==> src/rtl/phseq_pkg.sv <==
package phseq_pkg;

    typedef enum logic [2:0] {
        PH_IDLE  = 3'd0,
        PH_SAMP  = 3'd1,
        PH_GAP_A = 3'd2,
        PH_SUM   = 3'd3,
        PH_GAP_B = 3'd4,
        PH_CLR   = 3'd5
    } phase_e;

    // successor of a timed phase once its length has elapsed
    function automatic phase_e phase_after(input phase_e p);
        case (p)
            PH_SAMP:  return PH_GAP_A;
            PH_GAP_A: return PH_SUM;
            PH_SUM:   return PH_GAP_B;
            PH_GAP_B: return PH_CLR;
            default:  return PH_IDLE;
        endcase
    endfunction

endpackage

==> src/rtl/code_latch.sv <==
module code_latch #(
    parameter int N_CH   = 4,
    parameter int CODE_W = 4
) (
    input  logic                     clk,
    input  logic                     rst,
    input  logic                     load,
    input  logic [N_CH*CODE_W-1:0]   codes_in,
    output logic [N_CH*CODE_W-1:0]   codes_q,
    output logic [CODE_W-1:0]        span_max
);

    always_ff @(posedge clk) begin
        if (rst)
            codes_q <= '0;
        else if (load)
            codes_q <= codes_in;
    end

    // largest captured code sets the end of the sampling window
    always_comb begin
        span_max = '0;
        for (int i = 0; i < N_CH; i++) begin
            if (codes_q[i*CODE_W +: CODE_W] > span_max)
                span_max = codes_q[i*CODE_W +: CODE_W];
        end
    end

endmodule

==> src/rtl/strobe_gen.sv <==
module strobe_gen #(
    parameter int CODE_W   = 4,
    parameter int TMR_W    = 5,
    parameter int SAMP_LEN = 2
) (
    input  logic              active,
    input  logic [TMR_W-1:0]  tmr,
    input  logic [CODE_W-1:0] code,
    output logic              stb
);

    logic [TMR_W-1:0] t_open;
    logic [TMR_W-1:0] t_close;

    assign t_open  = TMR_W'(code);
    assign t_close = TMR_W'(code) + TMR_W'(SAMP_LEN);
    assign stb     = active && (tmr >= t_open) && (tmr < t_close);

endmodule

==> src/rtl/phase_fsm.sv <==
module phase_fsm
    import phseq_pkg::*;
#(
    parameter int CODE_W   = 4,
    parameter int TMR_W    = 5,
    parameter int SAMP_LEN = 2,
    parameter int GUARD    = 1,
    parameter int SUM_LEN  = 2,
    parameter int RST_LEN  = 2
) (
    input  logic              clk,
    input  logic              rst,
    input  logic              frame_req,
    input  logic [CODE_W-1:0] span_max,
    output logic              load,
    output phase_e            phase,
    output logic [TMR_W-1:0]  tmr
);

    logic [TMR_W-1:0] last_tick;

    assign load = (phase == PH_IDLE) && frame_req;

    always_comb begin
        case (phase)
            PH_SAMP:            last_tick = TMR_W'(span_max) + TMR_W'(SAMP_LEN - 1);
            PH_GAP_A, PH_GAP_B: last_tick = TMR_W'(GUARD - 1);
            PH_SUM:             last_tick = TMR_W'(SUM_LEN - 1);
            PH_CLR:             last_tick = TMR_W'(RST_LEN - 1);
            default:            last_tick = '0;
        endcase
    end

    always_ff @(posedge clk) begin
        if (rst) begin
            phase <= PH_IDLE;
            tmr   <= '0;
        end else if (phase == PH_IDLE) begin
            tmr <= '0;
            if (frame_req)
                phase <= PH_SAMP;
        end else if (tmr == last_tick) begin
            phase <= phase_after(phase);
            tmr   <= '0;
        end else begin
            tmr <= tmr + 1'b1;
        end
    end

endmodule

==> src/rtl/sample_sum_sequencer.sv <==
module sample_sum_sequencer
    import phseq_pkg::*;
#(
    parameter int N_CH     = 4,
    parameter int CODE_W   = 4,
    parameter int SAMP_LEN = 2,
    parameter int GUARD    = 1,
    parameter int SUM_LEN  = 2,
    parameter int RST_LEN  = 2
) (
    input  logic                   clk,
    input  logic                   rst,
    input  logic                   frame_req,
    input  logic [N_CH*CODE_W-1:0] dly_codes,
    output logic [N_CH-1:0]        samp_stb,
    output logic                   sum_stb,
    output logic                   clr_stb,
    output logic                   busy
);

    localparam int TMR_W = $clog2((1 << CODE_W) + SAMP_LEN + SUM_LEN + RST_LEN + GUARD + 1);

    logic                   load;
    phase_e                 phase;
    logic [TMR_W-1:0]       tmr;
    logic [N_CH*CODE_W-1:0] codes_q;
    logic [CODE_W-1:0]      span_max;

    code_latch #(.N_CH(N_CH), .CODE_W(CODE_W)) i_latch (
        .clk      (clk),
        .rst      (rst),
        .load     (load),
        .codes_in (dly_codes),
        .codes_q  (codes_q),
        .span_max (span_max)
    );

    phase_fsm #(
        .CODE_W(CODE_W), .TMR_W(TMR_W), .SAMP_LEN(SAMP_LEN),
        .GUARD(GUARD), .SUM_LEN(SUM_LEN), .RST_LEN(RST_LEN)
    ) i_fsm (
        .clk       (clk),
        .rst       (rst),
        .frame_req (frame_req),
        .span_max  (span_max),
        .load      (load),
        .phase     (phase),
        .tmr       (tmr)
    );

    for (genvar g = 0; g < N_CH; g++) begin : g_ch
        strobe_gen #(.CODE_W(CODE_W), .TMR_W(TMR_W), .SAMP_LEN(SAMP_LEN)) i_stb (
            .active (phase == PH_SAMP),
            .tmr    (tmr),
            .code   (codes_q[g*CODE_W +: CODE_W]),
            .stb    (samp_stb[g])
        );
    end

    assign sum_stb = (phase == PH_SUM);
    assign clr_stb = (phase == PH_CLR);
    assign busy    = (phase != PH_IDLE);

endmodule

==> config.mk <==
export PLATFORM = sky130hd
export DESIGN_NAME = sample_sum_sequencer
export DESIGN_NICKNAME = d
export VERILOG_FILES = /design/src/rtl/phseq_pkg.sv /design/src/rtl/code_latch.sv /design/src/rtl/strobe_gen.sv /design/src/rtl/phase_fsm.sv /design/src/rtl/sample_sum_sequencer.sv
export SDC_FILE = /design/constraint.sdc
export NUM_CORES = 1
export LEC_CHECK = 0
export ABC_AREA = 1
export ABC_CLOCK_PERIOD_IN_PS = 12000
export CORE_MARGIN = 2
export CORE_UTILIZATION = 50
export DETAILED_ROUTE_END_ITERATION = 8
export PLACE_DENSITY_LB_ADDON = 0.25
export SYNTH_ARGS = -nofsm -noshare
export SYNTH_HDL_FRONTEND = slang
export SYNTH_SLANG_ARGS = --single-unit
==> constraint.sdc <==
create_clock -name clk -period 12 [get_ports clk]
set_clock_uncertainty 0.15 [all_clocks]
set_input_delay 3.6 -clock clk [delete_from_list [all_inputs] [get_ports clk]]
set_output_delay 3.6 -clock clk [all_outputs]
set_load 0.005 [all_outputs]
# Yosys cells after proc, flatten, opt, wreduce, memory -nomap -nowiden
# Cells that the tools add are included.
# classes
addsub,6
n_reduce_logical,15
muxes,9
order_cmp,12
n_eq_ne,7
# ops
cell,n
"adder 4 x 2 -> 5 bit, second input constant",4
>= comparator 5 x 4 -> 1 bit,4
< comparator 5 bit,4
two-way mux 4 bit,4
> comparator 4 bit,3
one-hot mux 3 bit (4 select lines),1
one-hot mux 5 bit (2 select lines),1
logical AND 1 bit,9
two-way mux 3 bit,3
"equality test 3 x 2 -> 1 bit, second input constant",2
"equality test 3 bit, second input constant",2
"adder 4 x 1 -> 5 bit, second input constant",1
"adder 5 x 1 -> 5 bit, second input constant",1
equality test 5 bit,1
"> comparator 4 x 1 -> 1 bit, second input constant",1
"equality test 3 x 1 -> 1 bit, second input constant",1
logical NOT 3 bit,1
nonzero test 3 bit,1
OR reduction 3 bit,1
"inequality test 2 bit, second input constant",1
AND reduction 2 bit,1
nonzero test 2 bit,1
OR reduction 2 bit,1
# totals
in_bits,19
elab_cells,52
register_bits,24

# Logic depth before layout (Yosys ltp)
# Gate-level depths: netlist (run 1).
# depth
word_depth,13
mapped_depth,40
depth_no_buf,40

# By module
# A second synthesis (run 1) with hierarchy kept.
# unflattened
hier_cells,393
hier_area_um2,2590.0
# by_module_without_submodules
module,cells_per_inst,area_each_um2,instances
code_latch,146,1032.2,1
strobe_gen at g_ch[0].i_stb ...,37,239.0,3
phase_fsm,90,565.5,1
strobe_gen at g_ch[2].i_stb,37,241.5,1
sample_sum_sequencer,9,33.8,1

# Least setup slack after synthesis (run 1)
# Ideal clock, no wire load.
# synth_timing
kind,register to output
from,register i_latch.codes_q[13]
to,output samp_stb[3]
path_stages_with_launch,9
arrival_ns,1.708
setup_slack_ns,6.542
path_cell_list,dfxtp_1 > ha_1 > inv_1 > ha_1 > o21a_1 > o21ai_0 > nand2_1 > a2111oi_0 > buf_4
# synth_via
elab_chain_len,3
elab_cells_between_ends,5
# synth_lines
element,line,rtl
"start, declared",code_latch.sv:9,"output logic [N_CH*CODE_W-1:0] codes_q,"
"start signal, assigned",code_latch.sv:17,codes_q <= codes_in;
adder 4 x 2 -> 5 bit / >= comparator 5 x 4 -> 1 bit (equally long branches),"strobe_gen.sv:16, strobe_gen.sv:17",
< comparator 5 bit / logical AND 1 bit (equally long branches),strobe_gen.sv:17,assign stb = active && (tmr >= t_open) && (tmr < t_close);
logical AND 1 bit *,strobe_gen.sv:17,
"end, declared",sample_sum_sequencer.sv:15,"output logic [N_CH-1:0] samp_stb,"
# Every way passes the cells marked *; elsewhere a longest branch is shown, timed or not.

# Worst setup path after layout (run 1)
# layout_timing
from,register i_fsm.tmr[2]
to,output samp_stb[0]
# layout_via
elab_chain_len,3
elab_cells_between_ends,4
# layout_lines
element,line,rtl
"start, declared",phase_fsm.sv:17,output logic [TMR_W-1:0] tmr
"start signal, assigned",phase_fsm.sv:46,tmr <= tmr + 1'b1;
>= comparator 5 x 4 -> 1 bit,strobe_gen.sv:17,
logical AND 1 bit,strobe_gen.sv:17,
logical AND 1 bit *,strobe_gen.sv:17,
# Marked as above.

==> flow_metrics.env, run 1 <==
export IMPL_drc_errors=0
export IMPL_clock_path_buffers=2
export IMPL_fin_nets=430
export IMPL_clk_latency_ns=0.28
export IMPL_cts_tree="built"
export IMPL_critPathArrivalTime_ns=2.63
export IMPL_grt_pass1_wl_um=9342
export IMPL_via_per_inst=5.105
export IMPL_r2r_slack_ns=7.25
export IMPL_slowest_delay_ns=0.70
export IMPL_gr_usage_met3=0.01984
export IMPL_final_hold_viol_count=0
export IMPL_met1_usage=0.2694
export IMPL_design_area_um2=2895
export IMPL_cp_start_kind="register"
export IMPL_outcome="finished, final reports clean"
export IMPL_met2_usage=0.3932
export IMPL_drt_iter0_drc=87
export IMPL_top_usage_layer="met2"
export IMPL_fmax_ghz=0.1567
export IMPL_num_vias=2195
export IMPL_post_cts_setup_buffers=0
export IMPL_worstPathCellList="ha_1 -> o21a_1 -> o21a_1 -> o21a_1 -> nor4_1 -> clkdlybuf4s50_1"
export IMPL_cp_common_cell="o21a_1"
export IMPL_hold_buffers=0
export IMPL_die_h_um=75.50
export IMPL_dp_final_hpwl_um=4154
export IMPL_path_max_fanout=13
export IMPL_synth_cell_area_um2=2556
export IMPL_grt_overflow=0
export IMPL_critical_path_class="register to output pin"
export IMPL_slowest_stage="dfxtp_1"
export IMPL_rsz0062_at_grt="false"
export IMPL_die_w_um=75.50
export IMPL_die_area_um2=5700
export IMPL_p_leak_nw=1.404
export IMPL_syn_nets=410
export IMPL_slew_headroom=0.3484
export IMPL_rr_startpoint="i_latch.codes_q[1]"
export IMPL_hp_class="register to register"
export IMPL_worst_slew_pin_slew_ns=0.9751
export IMPL_grt_pass1_vias=2088
export IMPL_r2r_cells=37
export IMPL_row_count=26
export IMPL_tns_ns=0
export IMPL_post_drt_wl_per_cell_um=12.51
export IMPL_power_density_nw_per_um2=274.8
export IMPL_yosys_warnings=0
export IMPL_clkTransAtPathRegs_ns=0.09
export IMPL_grt_max_degree=33
export IMPL_fp_coreArea_um2=5010
export IMPL_ant_nets=0
export IMPL_syn_area_per_cell_um2=7.496
export IMPL_syn2layout_area_growth_pct=13.26
export IMPL_cap_violations=0
export IMPL_peakVddDrop_mv=0.1420
export IMPL_track_usage=0.2145
export IMPL_initial_utilization=0.5102
export IMPL_wl_um=5380
export IMPL_cts_htree_levels=1
export IMPL_setup_viol=0
export IMPL_drive_gt1_frac=0.1528
export IMPL_final_util=0.5779
export IMPL_cts_sinks=24
export IMPL_antennaDiodeCount=0
export IMPL_post_cts_resize_count=0
export IMPL_maxSlewViolCount=0
export IMPL_finalCriticalPeriod_ns=6.382
export IMPL_numCtsBuffers=3
export IMPL_port_buffers=25
export IMPL_synth_distinct_cells=32
export IMPL_synth_seq_area_share=0.1880
export IMPL_io_pins=26
export IMPL_synth_cells=341
export IMPL_placed_cell_area_um2=2840
export IMPL_cp_end_kind="output pin"
export IMPL_timing_rr_end="i_fsm.phase[0]"
export IMPL_cp_startpoint="i_fsm.tmr[2]"
export IMPL_dr_pass1_iters=4
export IMPL_finalCritPeriodShare=0.5318
export IMPL_root_buffer="clkbuf_8"
export IMPL_antenna_found_initial=0
export IMPL_critPathCapture="samp_stb[0]"
export IMPL_ys_seq_elements=24
export IMPL_gp_congestion=0.7860
export IMPL_required_ns=8.25
export IMPL_fillers=508
cell type report:
| class | instances | area [um2] | share of cell area |
|---|---|---|---|
| clock buffers | 4 | 55.05 | 0.01901 |
| inverters | 55 | 206.4 | 0.07131 |
| multi-input cells | 252 | 1815 | 0.6271 |
| flip-flops and latches | 24 | 480.5 | 0.1659 |
| well taps | 70 | 87.58 | 0.03025 |
| repair buffers | 25 | 250.2 | 0.08643 |
layer usage:
metal | routed length (um) | share of wire
met2 | 2627 | 0.49
met5 | 0 | 0
met4 | 68 | 0.013
met3 | 120 | 0.022
met1 | 2563 | 0.48
critical path: cells and delay by family, from the launching register on:
kind / cells / cell delay, ns
compound gates: 3 / 0.45
fa+ha+maj: 1 / 0.33
buf+inv: 1 / 0.57
flops: 1 / 0.70
simple gates: 1 / 0.31
worst min-delay path by stage:
stage                      start  depth (start not counted)      endpoint  slack, ns
finish              i_fsm.tmr[0]                          1  i_fsm.tmr[0]       0.33
global route        i_fsm.tmr[0]                          1  i_fsm.tmr[0]       0.36
CTS                 i_fsm.tmr[0]                          1  i_fsm.tmr[0]       0.34
detailed placement  i_fsm.tmr[0]                          1  i_fsm.tmr[0]       0.32
global placement    i_fsm.tmr[0]                          1  i_fsm.tmr[0]       0.31
floorplan           i_fsm.tmr[0]                          1  i_fsm.tmr[0]       0.29
sequential cells by signal (all words and copies together), names as in the netlist, named ones only:
| register | cells |
|---|---|
| i_fsm.phase | 2 |
| i_fsm.tmr | 5 |
| i_latch.codes_q | 16 |
placed cells by master, fill, tap and decap left out, drive strengths merged, types with 5 or more instances in the layout:
cell type      instances
a21oi                 26
clkdlybuf4s50         25
dfxtp                 24
ha                    50
inv                   55
nand2                 65
nand3                 36
nor2                  19
o21a                  10
o21ai                 19
o21bai                 5
xnor2                  5
cells in the mapped netlist:
master	count	area, um2
ha_1	50	625.6
inv_1	48	180.2
nand2_1	42	157.7
dfxtp_1	24	480.5
nand3_1	24	120.1
a21oi_1	23	115.1
nand2_2	18	112.6
o21ai_0	16	80.08
nor2_1	15	56.30
nand3_2	11	110.1
o21a_1	10	75.07
inv_2	7	26.28
clkbuf_1	5	18.77
nand2_4	5	56.30
o21bai_1	5	37.54
xnor2_1	5	43.79
a211oi_1	4	30.03
buf_4	4	30.03
a21oi_2	3	26.28
nand4_1	3	18.77
nor2_2	3	18.77
nor4_1	3	18.77
xor2_1	3	26.28
o21ai_1	2	10.01
a2111oi_0	1	8.760
and2_1	1	6.260
buf_2	1	5.000
nand3_4	1	17.52
nor2_8	1	20.02
o21ai_2	1	8.760
or2_1	1	6.260
or2_4	1	8.760
stage by stage:
step,power [W],hold WS [ns],setup WS (ns),std cells
after floorplan,0.0006292,0.2909,6.542,341
after global placement,0.0007301,0.3081,5.956,426
after detailed placement,0.0007436,0.3157,5.951,426
after CTS,0.0008051,0.3378,5.626,430
after global routing,0.0008985,0.3579,5.492,430
final,0.0007957,0.3313,5.618,430
cell families after synthesis:
family | count (synthesis) | share of synthesized area
buffers and inverters | 65 | 0.1018
AND/OR/NAND/NOR | 129 | 0.2849
adder cells (fa/ha/maj) | 50 | 0.2447
XOR/XNOR | 8 | 0.02741
AO/OA/AOI/OAI | 65 | 0.1532
flip-flops | 24 | 0.1880
power by group:
part           internal (W)   total, W  leakage (nW)  switching, W
logic              0.000235   0.000617          1.18      0.000381
registers         0.0000964   0.000120         0.197     0.0000236
clock network     0.0000294  0.0000591        0.0288     0.0000297
total              0.000361   0.000796          1.40      0.000435
Power figures use the tool's default switching activity.
==> run 2, diff against run 1 <==
Settings changed: ABC_CLOCK_PERIOD_IN_PS 12000 to 6300.
Clock period 12 ns to 6.3 ns, I/O delays scaled along.
==> flow_metrics.env, run 2 (synthesis gave the netlist of run 1 again) <==
export IMPL_finalCriticalPeriod_ns=4.754
export IMPL_drt_iter0_drc=60
export IMPL_row_count=26
export IMPL_required_ns=6.32
export IMPL_finalCritPeriodShare=0.7547
export IMPL_wl_um=5357
export IMPL_final_cell_mix="50 x ha_1, 48 x inv_1, 42 x nand2_1"
export IMPL_numCtsBuffers=3
export IMPL_cts_tree="built"
export IMPL_p_leak_nw=1.396
export IMPL_final_cells=429
export IMPL_maxSlewViolCount=0
export IMPL_slowest_stage="dfxtp_1"
export IMPL_path_max_fanout=6
export IMPL_cts_sinks=24
export IMPL_track_usage=0.2136
export IMPL_antenna_found_initial=0
export IMPL_fin_nets=430
export IMPL_syn2layout_area_growth_pct=12.73
export IMPL_clk_latency_ns=0.27
export IMPL_num_vias=2170
export IMPL_dp_final_hpwl_um=4122
export IMPL_die_h_um=75.50
export IMPL_hold_worst_slack_ns=0.3329
export IMPL_port_buffers=25
export IMPL_fp_coreArea_um2=5010
export IMPL_ant_nets=0
export IMPL_final_hold_viol_count=0
export IMPL_gp_congestion=0.9321
export IMPL_via_per_inst=5.058
export IMPL_cp_end_kind="register"
export IMPL_regMostFlops="i_latch.codes_q"
export IMPL_top_regs="i_latch.codes_q: 16 flops, i_fsm.tmr: 5 flops, i_fsm.phase: 2 flops"
export IMPL_drive_gt1_frac=0.1504
export IMPL_cap_violations=0
export IMPL_critical_path_class="register to register"
export IMPL_dp_cells=426
export IMPL_mostFrequentLayoutCell="ha_1"
export IMPL_grt_pass1_vias=2110
export IMPL_grt_pass1_wl_um=9390
export IMPL_post_cts_resize_count=0
export IMPL_grt_overflow=0
export IMPL_post_cts_setup_buffers=0
export IMPL_tns_ns=0
export IMPL_cts_htree_levels=1
export IMPL_cp_start_kind="register"
export IMPL_outcome="finished, final reports clean"
export IMPL_grt_max_degree=33
export IMPL_largest_reg_flops=16
export IMPL_slowest_delay_ns=0.45
export IMPL_worst_slew_pin_slew_ns=0.9134
export IMPL_io_pins=26
export IMPL_initial_utilization=0.5102
export IMPL_clock_path_buffers=2
export IMPL_power_density_nw_per_um2=520.0
export IMPL_hold_buffers=0
export IMPL_peakVddDrop_mv=0.2424
export IMPL_fmax_ghz=0.2103
export IMPL_dr_pass1_iters=4
export IMPL_cp_common_cell="nand2_1"
export IMPL_slew_headroom=0.3896
export IMPL_die_w_um=75.50
export IMPL_drc_errors=0
export IMPL_antennaDiodeCount=0
export IMPL_rsz0062_at_grt="false"
export IMPL_finalPower_w=0.001499
export IMPL_critPathArrivalTime_ns=4.77
export IMPL_final_util=0.5752
export IMPL_setup_viol=0
export IMPL_post_drt_wl_per_cell_um=12.49
export IMPL_root_buffer="clkbuf_8"
export IMPL_clkTransAtPathRegs_ns=0.09
export IMPL_die_area_um2=5700
export IMPL_hp_class="register to register"
[run 2: metrics by stage]
stage	instance area, um2	setup slack, ns
after floorplan	2556	2.010
after global placement	2840	1.659
after detailed placement	2840	1.587
after CTS	2882	1.563
after global routing	2882	1.113
final	2882	1.546
[run 2: routing by layer]
layer	vias up	global-route usage	routed length, um
met5	-	0	0
met4	0	0.04288	62
met3	6	0.02381	92
met2	23	0.3778	2594
met1	975	0.2811	2607
li1	1166	-	-
[run 2: worst paths after layout]
path                    endpoint                from  cells past startpoint  slack [ns]
hold reg to reg     i_fsm.tmr[0]        i_fsm.tmr[0]                      1        0.33
hold / removal      i_fsm.tmr[0]        i_fsm.tmr[0]                      1        0.33
setup / recovery  i_fsm.phase[0]  i_latch.codes_q[1]                     37        1.55
setup reg to reg  i_fsm.phase[0]  i_latch.codes_q[1]                     37        1.55
[run 2: worst max-delay path, delay by kind of cell (launching register included)]
kind            cells  cell delay [ns]
compound gates      4             0.47
flops               1             0.45
xor+xnor            1             0.19
simple gates       22             1.89
fa+ha+maj           4             1.05
buf+inv             6             0.44
[run 2: area by class of cell]
type	instances	area, um2
Tap cell	70	87.58
Sequential cell	24	480.5
Timing Repair Buffer	25	250.2
Multi-Input combinational cell	252	1815
Clock buffer	3	41.29
Inverter	55	206.4
Fill cell	493	2128
[run 2: power breakdown]
part           switching (W)  internal, W
clock              0.0000524    0.0000429
sequential         0.0000461     0.000184
combinational       0.000722     0.000451
total               0.000821     0.000678
==> run 3, diff against run 2 <==
Settings changed: ABC_CLOCK_PERIOD_IN_PS 6300 to 4800.
Clock period 6.3 ns to 4.8 ns, I/O delays scaled along.
==> flow_metrics.env, run 3 (synthesis gave the netlist of run 1 again) <==
export IMPL_clk_latency_ns=0.29
export IMPL_io_pins=26
export IMPL_power_density_nw_per_um2=722.6
export IMPL_die_area_um2=5700
export IMPL_fp_coreArea_um2=5010
export IMPL_cp_start_kind="register"
export IMPL_final_hold_viol_count=0
export IMPL_critPathArrivalTime_ns=4.50
export IMPL_place_ws_ns=0.1685
export IMPL_slew_headroom=0.3623
export IMPL_drc_errors=0
export IMPL_num_vias=2241
export IMPL_antennaDiodeCount=0
export IMPL_crit_buf_inv=6
export IMPL_p_leak_nw=1.461
export IMPL_mostFrequentLayoutCell="ha_1"
export IMPL_top_regs="i_latch.codes_q: 16 flops, i_fsm.tmr: 5 flops, i_fsm.phase: 2 flops"
export IMPL_cts_tree="built"
export IMPL_clkTransAtPathRegs_ns=0.11
export IMPL_grt_overflow=0
export IMPL_dr_pass1_iters=4
export IMPL_outcome="finished, final reports clean"
export IMPL_hp_class="register to register"
export IMPL_peakVddDrop_mv=0.2923
export IMPL_critical_path_top_delay_family="simple AND/OR/NAND/NOR gates"
export IMPL_cp_end_kind="register"
export IMPL_dp_final_hpwl_um=4256
export IMPL_finalCritPeriodShare=0.9282
export IMPL_die_w_um=75.50
export IMPL_syn2layout_area_growth_pct=19.43
export IMPL_root_buffer="clkbuf_8"
export IMPL_grt_pass1_wl_um=9335
export IMPL_post_drt_wl_per_cell_um=12.92
export IMPL_track_usage=0.2146
export IMPL_antenna_found_initial=0
export IMPL_finalCriticalPeriod_ns=4.455
export IMPL_rr_startpoint="i_latch.codes_q[3]"
export IMPL_cp_common_cell="nand2_1"
export IMPL_required_ns=4.84
export IMPL_path_max_fanout=6
export IMPL_clock_path_buffers=2
export IMPL_worst_slew_pin_slew_ns=0.9542
export IMPL_port_buffers=25
export IMPL_setup_ws_ns=0.3448
export IMPL_cp_startpoint="i_latch.codes_q[3]"
export IMPL_cts_sinks=24
export IMPL_grt_max_degree=33
export IMPL_wl_um=5673
export IMPL_via_per_inst=5.105
export IMPL_grt_pass1_vias=2063
export IMPL_drive_gt1_frac=0.2168
export IMPL_row_count=26
export IMPL_die_h_um=75.50
export IMPL_fin_nets=439
export IMPL_cap_violations=0
export IMPL_drt_iter0_drc=49
export IMPL_finalPower_w=0.002206
export IMPL_fmax_ghz=0.2245
export IMPL_initial_utilization=0.5102
export IMPL_maxSlewViolCount=0
export IMPL_cts_htree_levels=1
export IMPL_ant_nets=0
export IMPL_slowest_stage="dfxtp_2"
export IMPL_numCtsBuffers=3
export IMPL_final_cell_mix="46 x ha_1, 45 x inv_1, 40 x nand2_1"
export IMPL_critical_path_class="register to register"
export IMPL_holdCritStartpoint="i_fsm.tmr[0]"
export IMPL_largest_reg_flops=16
export IMPL_gp_congestion=0.9189
export IMPL_final_util=0.6094
export IMPL_setup_viol=0
export IMPL_slowest_delay_ns=0.35
export IMPL_regMostFlops="i_latch.codes_q"
-- run 3: where the power goes --
| part | internal [W] | switching [W] | leakage (nW) | total (W) |
|---|---|---|---|---|
| clock network | 0.000112 | 0.0000800 | 0.0357 | 0.000192 |
| registers | 0.000243 | 0.0000536 | 0.199 | 0.000297 |
| logic | 0.000689 | 0.00103 | 1.23 | 0.00172 |
| total | 0.00104 | 0.00116 | 1.46 | 0.00221 |
-- run 3: path summary, 6_finish.rpt --
path / to / slack [ns] / cells after the start
worst min-delay path: i_fsm.tmr[0] / 0.33 / 1
worst max-delay path: i_fsm.phase[0] / 0.34 / 35
worst min register to register: i_fsm.tmr[0] / 0.33 / 1
worst max register to register: i_fsm.phase[0] / 0.34 / 35
-- run 3: layout make-up --
class / count / area [um2]
fill: 479 / 1957
multi-input combinational: 252 / 1877
sequential: 24 / 488.0
timing repair buffer: 34 / 317.8
inverter: 55 / 211.5
tap: 70 / 87.58
clock buffer: 3 / 41.29
clock inverter: 1 / 30.03
-- run 3: through the flow --
step	TNS, ns	instances	hold slack [ns]	cell area (um2)
3_5_place_dp	0	431	0.3114	2878
6_report	0	439	0.3318	3053
2_1_floorplan	0	341	0.2909	2556
3_3_place_gp	0	431	0.3061	2878
4_1_cts	0	435	0.3359	2949
5_1_grt	-0.009875	439	0.3754	3053
-- run 3: repair_timing --
action,4_1_cts,5_1_grt
resized for setup,0,19
setup buffers,0,4
hold buffers,0,0
setup endpoints to repair,0,8
-- run 3: layer usage --
layer  routed length (um)  vias to the layer above  share of wire  global-route usage
met5                    0                        -              0                   0
met4                   65                        0          0.011             0.04678
met3                  140                        7          0.025             0.02381
met2                 2821                       31           0.50              0.3894
met1                 2646                     1020           0.47              0.2729
li1                     -                     1183              -                   -
